File: src/rtl/muldiv_pkg.sv
package muldiv_pkg;
  typedef enum logic [1:0] {
    OP_MULT  = 2'b00,
    OP_MULTU = 2'b01,
    OP_DIV   = 2'b10,
    OP_DIVU  = 2'b11
  } md_op_e;

  typedef enum logic [1:0] {
    ST_IDLE  = 2'b00,
    ST_SETUP = 2'b01,
    ST_RUN   = 2'b10,
    ST_FIX   = 2'b11
  } md_state_e;
endpackage

File: src/rtl/muldiv_seq.sv
module muldiv_seq import muldiv_pkg::*; #(
  parameter int W = 32
) (
  input  logic clk,
  input  logic rst_n,
  input  logic start,
  output logic busy,
  output logic accept,
  output logic load_en,
  output logic step_en,
  output logic fix_en
);
  localparam int CW = $clog2(W);

  md_state_e       state;
  logic [CW-1:0]   cnt;
  logic            last_step;

  assign last_step = (state == ST_RUN) && (cnt == CW'(W - 1));

  always_ff @(posedge clk) begin
    if (!rst_n) begin
      state <= ST_IDLE;
      cnt   <= '0;
    end else begin
      case (state)
        ST_IDLE:  if (start) state <= ST_SETUP;
        ST_SETUP: begin
          state <= ST_RUN;
          cnt   <= '0;
        end
        ST_RUN: begin
          cnt <= cnt + 1'b1;
          if (last_step) state <= ST_FIX;
        end
        default:  state <= ST_IDLE;
      endcase
    end
  end

  assign busy    = (state != ST_IDLE);
  assign accept  = start && (state == ST_IDLE);
  assign load_en = (state == ST_SETUP);
  assign step_en = (state == ST_RUN);
  assign fix_en  = (state == ST_FIX);
endmodule

File: src/rtl/muldiv_step.sv
module muldiv_step #(
  parameter int W = 32
) (
  input  logic [2*W-1:0] acc,
  input  logic [W-1:0]   dvsr,
  input  logic           is_div,
  output logic [2*W-1:0] acc_nxt
);
  localparam int AW = W + 2;

  logic [AW-1:0] add_x;
  logic [AW-1:0] add_y;
  logic [AW-1:0] add_s;
  logic          went_neg;
  logic [W-1:0]  part_rem;

  // one shared adder: add for multiply, subtract for divide
  always_comb begin
    if (is_div) begin
      add_x = {1'b0, acc[2*W-1:W-1]};
      add_y = ~{2'b00, dvsr};
    end else begin
      add_x = {2'b00, acc[2*W-1:W]};
      add_y = {2'b00, dvsr};
    end
    add_s = add_x + add_y + AW'(is_div);
  end

  assign went_neg = add_s[AW-1];
  assign part_rem = went_neg ? acc[2*W-2:W-1] : add_s[W-1:0];

  always_comb begin
    if (is_div)
      acc_nxt = {part_rem, acc[W-2:0], ~went_neg};
    else if (acc[0])
      acc_nxt = {add_s[W:0], acc[W-1:1]};
    else
      acc_nxt = {1'b0, acc[2*W-1:1]};
  end
endmodule

File: src/rtl/muldiv_unit.sv
module muldiv_unit import muldiv_pkg::*; #(
  parameter int W = 32
) (
  input  logic         clk,
  input  logic         rst_n,
  input  logic         start,
  input  logic [1:0]   op,
  input  logic [W-1:0] opa,
  input  logic [W-1:0] opb,
  output logic         busy,
  output logic         done,
  output logic [W-1:0] hi,
  output logic [W-1:0] lo
);
  function automatic logic [W-1:0] magnitude(input logic [W-1:0] x, input logic sgn);
    return (sgn && x[W-1]) ? (~x + 1'b1) : x;
  endfunction

  function automatic logic [W-1:0] cond_neg(input logic [W-1:0] x, input logic en);
    return en ? (~x + 1'b1) : x;
  endfunction

  function automatic logic [2*W-1:0] cond_neg2(input logic [2*W-1:0] x, input logic en);
    return en ? (~x + 1'b1) : x;
  endfunction

  logic           accept, load_en, step_en, fix_en;
  md_op_e         op_q;
  logic [W-1:0]   a_q, b_q;
  logic [2*W-1:0] acc, acc_nxt;
  logic [W-1:0]   dvsr;
  logic           neg_main, neg_rem, div_zero;
  logic           is_div, is_signed;

  assign is_div    = op_q[1];
  assign is_signed = ~op_q[0];

  muldiv_seq #(.W(W)) i_seq (
    .clk     (clk),
    .rst_n   (rst_n),
    .start   (start),
    .busy    (busy),
    .accept  (accept),
    .load_en (load_en),
    .step_en (step_en),
    .fix_en  (fix_en)
  );

  muldiv_step #(.W(W)) i_step (
    .acc     (acc),
    .dvsr    (dvsr),
    .is_div  (is_div),
    .acc_nxt (acc_nxt)
  );

  always_ff @(posedge clk) begin
    if (!rst_n) begin
      op_q     <= OP_MULT;
      a_q      <= '0;
      b_q      <= '0;
      acc      <= '0;
      dvsr     <= '0;
      neg_main <= 1'b0;
      neg_rem  <= 1'b0;
      div_zero <= 1'b0;
      hi       <= '0;
      lo       <= '0;
      done     <= 1'b0;
    end else begin
      done <= fix_en;
      if (accept) begin
        op_q <= md_op_e'(op);
        a_q  <= opa;
        b_q  <= opb;
      end
      if (load_en) begin
        acc      <= {{W{1'b0}}, magnitude(a_q, is_signed)};
        dvsr     <= magnitude(b_q, is_signed);
        neg_main <= is_signed && (a_q[W-1] ^ b_q[W-1]);
        neg_rem  <= is_signed && a_q[W-1];
        div_zero <= is_div && (b_q == '0);
      end
      if (step_en) acc <= acc_nxt;
      if (fix_en) begin
        if (!is_div) begin
          {hi, lo} <= cond_neg2(acc, neg_main);
        end else if (div_zero) begin
          hi <= a_q;
          lo <= '1;
        end else begin
          hi <= cond_neg(acc[2*W-1:W], neg_rem);
          lo <= cond_neg(acc[W-1:0], neg_main);
        end
      end
    end
  end
endmodule

File: config.mk
export PLATFORM = sky130hd
export DESIGN_NAME = muldiv_unit
export DESIGN_NICKNAME = d
export VERILOG_FILES = /design/src/rtl/muldiv_pkg.sv /design/src/rtl/muldiv_seq.sv /design/src/rtl/muldiv_step.sv /design/src/rtl/muldiv_unit.sv
export SDC_FILE = /design/constraint.sdc
export NUM_CORES = 1
export LEC_CHECK = 0
export BUFFER_PORTS_ARGS = -buffer_cell sky130_fd_sc_hd__buf_2
export CAP_MARGIN = 20
export CORE_AREA = 2 2 120 239
export DETAILED_ROUTE_END_ITERATION = 10
export DIE_AREA = 0 0 122 241
export PLACE_DENSITY = 0.79
export SLEW_MARGIN = 0
export SYNTH_ARGS = -nofsm -noshare
export SYNTH_HDL_FRONTEND = slang
export SYNTH_SLANG_ARGS = --single-unit
File: constraint.sdc
create_clock -name clk -period 8.9 [get_ports clk]
set_clock_uncertainty 0.15 [all_clocks]
set_input_delay 2.225 -clock clk [delete_from_list [all_inputs] [get_ports clk]]
set_output_delay 2.225 -clock clk [all_outputs]
set_load 0.01 [all_outputs]
==> results of run 1 <==
final cells by class:
cell class / count / area [um^2]
timing repair buffer: 160 / 900.9
tap: 352 / 440.4
sequential: 237 / 4750
clock buffer: 33 / 684.4
fill: 2422 / 9659
inverter: 35 / 131.4
clock inverter: 9 / 73.82
multi-input combinational: 1647 / 10800
worst max path at each step:
| stage | to | startpoint | cells after the start | slack [ns] |
|---|---|---|---|---|
| floorplan | acc[63] | op_q[1] | 15 | 4.60 |
| global placement | acc[63] | op_q[1] | 11 | 3.77 |
| detailed placement | acc[63] | op_q[1] | 12 | 3.67 |
| CTS | acc[63] | op_q[1] | 12 | 3.64 |
| global route | acc[60] | op_q[1] | 12 | 3.32 |
| finish | acc[63] | op_q[1] | 12 | 3.53 |
metrics by stage:
step                      area, um^2  total power [W]    util
final                          17780         0.004834  0.6480
after global routing           17780         0.005116  0.6480
after CTS                      17740         0.004804  0.6467
after detailed placement       16990         0.003797  0.6191
after global placement         16990         0.003744  0.6191
after floorplan                16410         0.003179       -
sequential cells by signal, indices dropped and copies added (netlist names):
name	cells
div_zero	1
a_q	32
lo	32
acc	64
dvsr	32
op_q	2
b_q	32
i_seq.state	2
i_seq.cnt	5
neg_main	1
done	1
hi	32
neg_rem	1
placed cells by master (no fill, tap or decap), types with 44 or more instances in the layout:
cell      instances
nand2_1         297
dfxtp_1         235
o21ai_0         159
a21oi_1         135
buf_2           133
nor2_1          121
xor2_1          117
xnor2_1          82
a21boi_0         79
mux2i_1          62
a211oi_1         44
Yosys cell counts, types with 7 or more instances:
master,number
a211oi_1,44
a21boi_0,79
a21o_1,24
a21oi_1,135
a22o_1,7
a31oi_1,19
a32o_1,8
and2_1,9
buf_1,20
buf_2,15
clkbuf_1,153
dfxtp_1,237
ha_1,41
inv_1,31
mux2_2,42
mux2i_1,62
nand2_1,298
nand2b_1,18
nand3_1,26
nand3b_1,10
nand4_1,10
nand4b_1,15
nor2_1,121
nor2b_1,22
nor3_1,27
nor4_1,12
o211a_1,8
o211ai_1,22
o21a_1,10
o21ai_0,159
o21ai_1,17
o221ai_1,11
o22ai_1,9
o31ai_1,36
o41ai_1,11
or3_1,30
or4_1,11
xnor2_1,82
xor2_1,117
worst max-delay path, cell delays in order (launching register included):
cell and delay (ns):
dfxtp_4 0.72, buf_12 0.64, mux2_2 0.42, ha_1 0.38, a211oi_1 0.34, o21a_1 0.23, o21ai_0 0.10, o21ai_1 0.42
a211o_1 0.57, and2_1 0.45, buf_4 0.36, nand3b_1 0.11, a32o_1 0.29
cell families after synthesis:
| family | after synthesis |
|---|---|
| DFF | 237 |
| and+or+nand+nor | 652 |
| muxes | 104 |
| xor gates and xnor gates | 199 |
| adders and majority gates | 42 |
| AOI/OAI and AO/OA | 650 |
| buffers and inverters | 227 |
layer usage:
layer | vias up | global-route usage
met1 | 7233 | 0.2969
met4 | 0 | 0.2898
li1 | 7472 | -
met2 | 495 | 0.6296
met5 | - | 0
met3 | 209 | 0.03521
report_power, final:
part	switching [W]	internal [W]	total [W]
sequential	0.000282	0.00125	0.00154
combinational	0.00148	0.000806	0.00229
clock	0.000443	0.000565	0.00101
==> out/qor.json, run 1 <==
{
  "final_layout": {
    "layout.cells.non_filler": 2473,
    "finish.net_count": 2215,
    "synthToLayoutAreaGrowth_pct": 8.350,
    "antenna-diode-count": 0,
    "drive_gt1_frac": 0.1339
  },
  "logic_synthesis": {
    "netlist_area_um2": 16410,
    "synth_seq_cells": 237,
    "synth_mux_area_frac": 0.06664,
    "synth_seq_area_share": 0.2891,
    "synth_fa_ha_area_frac": 0.03248,
    "syn_inst": 2111,
    "synth-compound-area-share": 0.2597,
    "synth.area.top_cells": "dfxtp_1 29%, nand2_1 6.8%, xor2_1 6.2%",
    "synthesized_area_per_cell_um2": 7.773,
    "synth.distinct_cells": 86,
    "synth-xor-area-share": 0.1062,
    "synth_ff_type": "dfxtp_1",
    "area_share_of_the_largest_cell_type_after_synthesis": 0.2891,
    "number_of_enable_flip_flop_cells_after_synthesis": 0,
    "synth_async_sr_flop_share": 0,
    "yosysWarnings": 0,
    "synth_top_family_by_area": "compound AO/OA/AOI/OAI gates",
    "synth_top_area_cell": "dfxtp_1",
    "synth_simple_gate_area_frac": 0.1909,
    "syn-num-nets": 2222
  },
  "timing": {
    "layout_setup_ws_ns": 3.535,
    "finalWorstPathRequiredPeriod_ns": 5.365,
    "timing.max_slew.rel_slack": 0.3325,
    "finalHoldWorstSlack_ns": 0.3020,
    "final_min_period_over_clock_period": 0.6028,
    "final_hold_viol_count": 0,
    "maxSlewViolCount": 0,
    "setup_viol": 0,
    "finalSetupTns_ns": 0,
    "least_margin_pin_slew_ns": 0.9760,
    "max_clock_freq_mhz": 186.4,
    "rsz_0062_raised_after_global_routing": "false"
  },
  "drt": {
    "post-route-drc-count": 0,
    "routed_via_density": 6.231,
    "drt_pass1_iterations": 5,
    "detailedRoute.firstIterationViolations": 1236,
    "wl_mm": 49.01,
    "routed-via-count": 15409,
    "final_antenna_net_count": 0,
    "met1_length_mm": 16.35,
    "met3RoutedLength_mm": 1.884,
    "route.top_layer_used": "met4",
    "wl_per_cell_um": 19.82,
    "met2WireLength_mm": 25.95
  },
  "cts": {
    "cts.path.max_buffers": 3,
    "clk_root_buffer_cell": "clkbuf_16",
    "postCtsResizedCells": 0,
    "worst_skew_late_latency_ns": 0.54,
    "htreeDepth": 1,
    "post-cts-setup-buffers": 0,
    "cts_tree": "yes",
    "cts_made_buffers": 23,
    "ctsHoldBuffers": 0,
    "worst_setup_hold_path_clk_slew_ns": 0.07,
    "cts_sinks": 237
  },
  "critical_path": {
    "r2r_cells": 12,
    "r2r_end": "acc[63]",
    "crit_path_start_kind": "flip-flop",
    "path_max_fanout": 156,
    "setup.worst_path.class": "flip-flop to flip-flop",
    "timing.rr.start": "op_q[1]",
    "endpoint_kind": "flip-flop",
    "critPathRequiredTime_ns": 9.19,
    "setup.reg_to_reg.worst_slack_ns": 3.53,
    "cp_data_arrival_time_ns": 5.65
  },
  "global_routing": {
    "track_usage": 0.3296,
    "grt_pass1_vias": 15144,
    "initial_antenna_violation_count": 0,
    "grt_max_degree": 157,
    "grt_overflow_total": 0,
    "grt_pass1_wl_mm": 76.94
  },
  "floorplan": {
    "dieWidth_um": 122,
    "initial_core_util": 0.5980,
    "num_rows": 86,
    "die_height_um": 241,
    "design.die.area_um2": 29400,
    "coreArea_um2": 27440,
    "ioPinCount": 135
  },
  "worst_hold_path": {
    "worst_hold_path.num_cells": 2,
    "hold_start": "hi[2]",
    "min-delay-path-class": "flip-flop to flip-flop",
    "hold_end": "hi[2]"
  },
  "power": {
    "vdd_drop_max_mv": 0.1738,
    "cellPowerDensity_nw_per_um2": 271.9,
    "p_leak_nw": 7.316
  },
  "placement": {
    "placement.setup.worst_slack_ns": 3.670,
    "placed_cells_incl_taps": 2429,
    "numPortBuffers": 134,
    "hpwl_mm": 36.60,
    "gpl.final_weighted_congestion": 0.9713
  },
  "run_status": {
    "run_status": "completed"
  },
  "flow_run": {
    "drv.max_cap_violation_count": 0
  }
}
Note: power is estimated with default switching activity, not from simulation.
==> inputs of run 2 (changes only) <==
==> constraint.sdc (replaced) <==
create_clock -name clk -period 5.45 [get_ports clk]
set_clock_uncertainty 0.15 [all_clocks]
set_input_delay 1.3625 -clock clk [delete_from_list [all_inputs] [get_ports clk]]
set_output_delay 1.3625 -clock clk [all_outputs]
set_load 0.01 [all_outputs]
==> out/qor.json, run 2 (synthesis results as in run 1) <==
{
  "critical_path": {
    "endpoint_kind": "flip-flop",
    "critical-path-slowest-cell": "dfxtp_4",
    "crit_path_start_kind": "flip-flop",
    "path_max_fanout": 55,
    "timing.rr.start": "op_q[1]",
    "r2r_cells": 12,
    "worst_setup_path_endpoint": "acc[40]",
    "crit_path_cell_trace": "buf_12, mux2_2, ha_1, a21o_1, a21o_1, a21o_1, o31ai_1, a211o_1, buf_4, nand3_1, or2_2, a32o_1",
    "largest_stage_delay_worst_path_ns": 0.80,
    "setup.reg_to_reg.worst_slack_ns": 0.77,
    "critPathRequiredTime_ns": 5.75,
    "r2r_end": "acc[40]",
    "setup.worst_path.start": "op_q[1]",
    "critical-path-top-cell-by-count": "a21o_1",
    "setup.worst_path.class": "flip-flop to flip-flop",
    "cp_data_arrival_time_ns": 4.98
  },
  "global_routing": {
    "initial_antenna_violation_count": 0,
    "track_usage": 0.3387,
    "grt_pass1_wl_mm": 78.85,
    "grt_max_degree": 67,
    "grt_pass1_vias": 15349,
    "grt_overflow_total": 0
  },
  "cts": {
    "cts_sinks": 237,
    "clk_root_buffer_cell": "clkbuf_16",
    "post-cts-setup-buffers": 0,
    "worst_skew_late_latency_ns": 0.55,
    "cts_tree": "yes",
    "postCtsResizedCells": 0,
    "ctsHoldBuffers": 0,
    "cts.path.max_buffers": 3,
    "htreeDepth": 1,
    "cts_made_buffers": 23,
    "worst_setup_hold_path_clk_slew_ns": 0.07
  },
  "placement": {
    "numPortBuffers": 134,
    "placed_cells_incl_taps": 2438,
    "hpwl_mm": 37.41,
    "placement.setup.worst_slack_ns": 0.8504,
    "gpl.final_weighted_congestion": 0.9967
  },
  "timing": {
    "finalHoldWorstSlack_ns": 0.3014,
    "least_margin_pin_slew_ns": 0.9848,
    "finalSetupTns_ns": 0,
    "timing.max_slew.rel_slack": 0.3365,
    "max_clock_freq_mhz": 213.8,
    "finalWorstPathRequiredPeriod_ns": 4.678,
    "final_hold_viol_count": 0,
    "setup_viol": 0,
    "final_min_period_over_clock_period": 0.8583,
    "maxSlewViolCount": 0,
    "rsz_0062_raised_after_global_routing": "false",
    "layout_setup_ws_ns": 0.7723
  },
  "floorplan": {
    "num_rows": 86,
    "coreArea_um2": 27440,
    "design.die.area_um2": 29400,
    "initial_core_util": 0.5980,
    "ioPinCount": 135,
    "dieWidth_um": 122,
    "die_height_um": 241
  },
  "drt": {
    "detailedRoute.firstIterationViolations": 1009,
    "drt_pass1_iterations": 6,
    "final_antenna_net_count": 0,
    "wl_mm": 50.34,
    "post-route-drc-count": 0,
    "wl_per_cell_um": 20.28,
    "routed_via_density": 6.350,
    "routed-via-count": 15760
  },
  "final_layout": {
    "regMostFlops": "acc",
    "largest_register_ffs": 64,
    "drive_gt1_frac": 0.1394,
    "nFillCells": 2396,
    "register_area_um2": 4750,
    "synthToLayoutAreaGrowth_pct": 9.440,
    "most_frequent_standard_cell_in_the_layout_excluding_fill_and_tap_cells": "nand2_1",
    "layout.cells.non_filler": 2482,
    "highest_count_cells_in_the_layout_ignoring_fill_and_taps": "297 x nand2_1, 235 x dfxtp_1, 159 x o21ai_0",
    "finish.net_count": 2224,
    "antenna-diode-count": 0,
    "multi_input_comb_area_um2": 10790
  },
  "worst_hold_path": {
    "min-delay-path-class": "flip-flop to flip-flop"
  },
  "power": {
    "cellPowerDensity_nw_per_um2": 454.0,
    "p_leak_nw": 7.412,
    "vdd_drop_max_mv": 0.3351
  },
  "run_status": {
    "run_status": "completed"
  },
  "flow_run": {
    "drv.max_cap_violation_count": 0
  }
}
[run 2: layout make-up]
type | instances | share of cell area
multi-input combinational | 1647 | 0.6007
clock buffer | 30 | 0.03804
sequential | 237 | 0.2645
tap | 352 | 0.02452
inverter | 35 | 0.007316
timing repair buffer | 169 | 0.05525
clock inverter | 12 | 0.009684
[run 2: worst min-delay path by stage]
stage / slack, ns / cells past startpoint / endpoint / from
finish: 0.30 / 2 / hi[2] / hi[2]
CTS: 0.30 / 2 / hi[2] / hi[2]
global route: 0.34 / 2 / hi[27] / hi[27]
global placement: 0.28 / 2 / hi[2] / hi[2]
detailed placement: 0.29 / 2 / hi[2] / hi[2]
floorplan: 0.30 / 2 / i_seq.cnt[4] / i_seq.cnt[4]
[run 2: routing by layer]
layer,global-route usage,wire (um),vias up
met5,0,0,-
met4,0.3257,5496,0
met3,0.04419,2472,240
met2,0.6172,25780,577
met1,0.3143,16590,7406
li1,-,-,7537
[run 2: power breakdown]
| group | switching, W | leakage (nW) | internal (W) |
|---|---|---|---|
| Combinational | 0.00246 | 5.05 | 0.00134 |
| Clock | 0.000753 | 0.430 | 0.00108 |
| Sequential | 0.000474 | 1.93 | 0.00205 |
[run 2: through the flow]
| stage | area, um^2 | utilization | total power (W) |
|---|---|---|---|
| finish | 17960 | 0.6545 | 0.008153 |
| global route | 17960 | 0.6545 | 0.008610 |
| CTS | 17920 | 0.6531 | 0.008088 |
| detailed placement | 17060 | 0.6218 | 0.006254 |
| global placement | 17040 | 0.6208 | 0.006163 |
| floorplan | 16410 | - | 0.005192 |
[run 2: worst max-delay path: cells and delay by family (launching register included)]
kind | cells | cell delay, ns
AOI/OAI and AO/OA | 6 | 1.37
muxes | 1 | 0.36
buffers and inverters | 2 | 0.54
adders and majority gates | 1 | 0.39
and+or+nand+nor | 2 | 0.90
DFF | 1 | 0.80
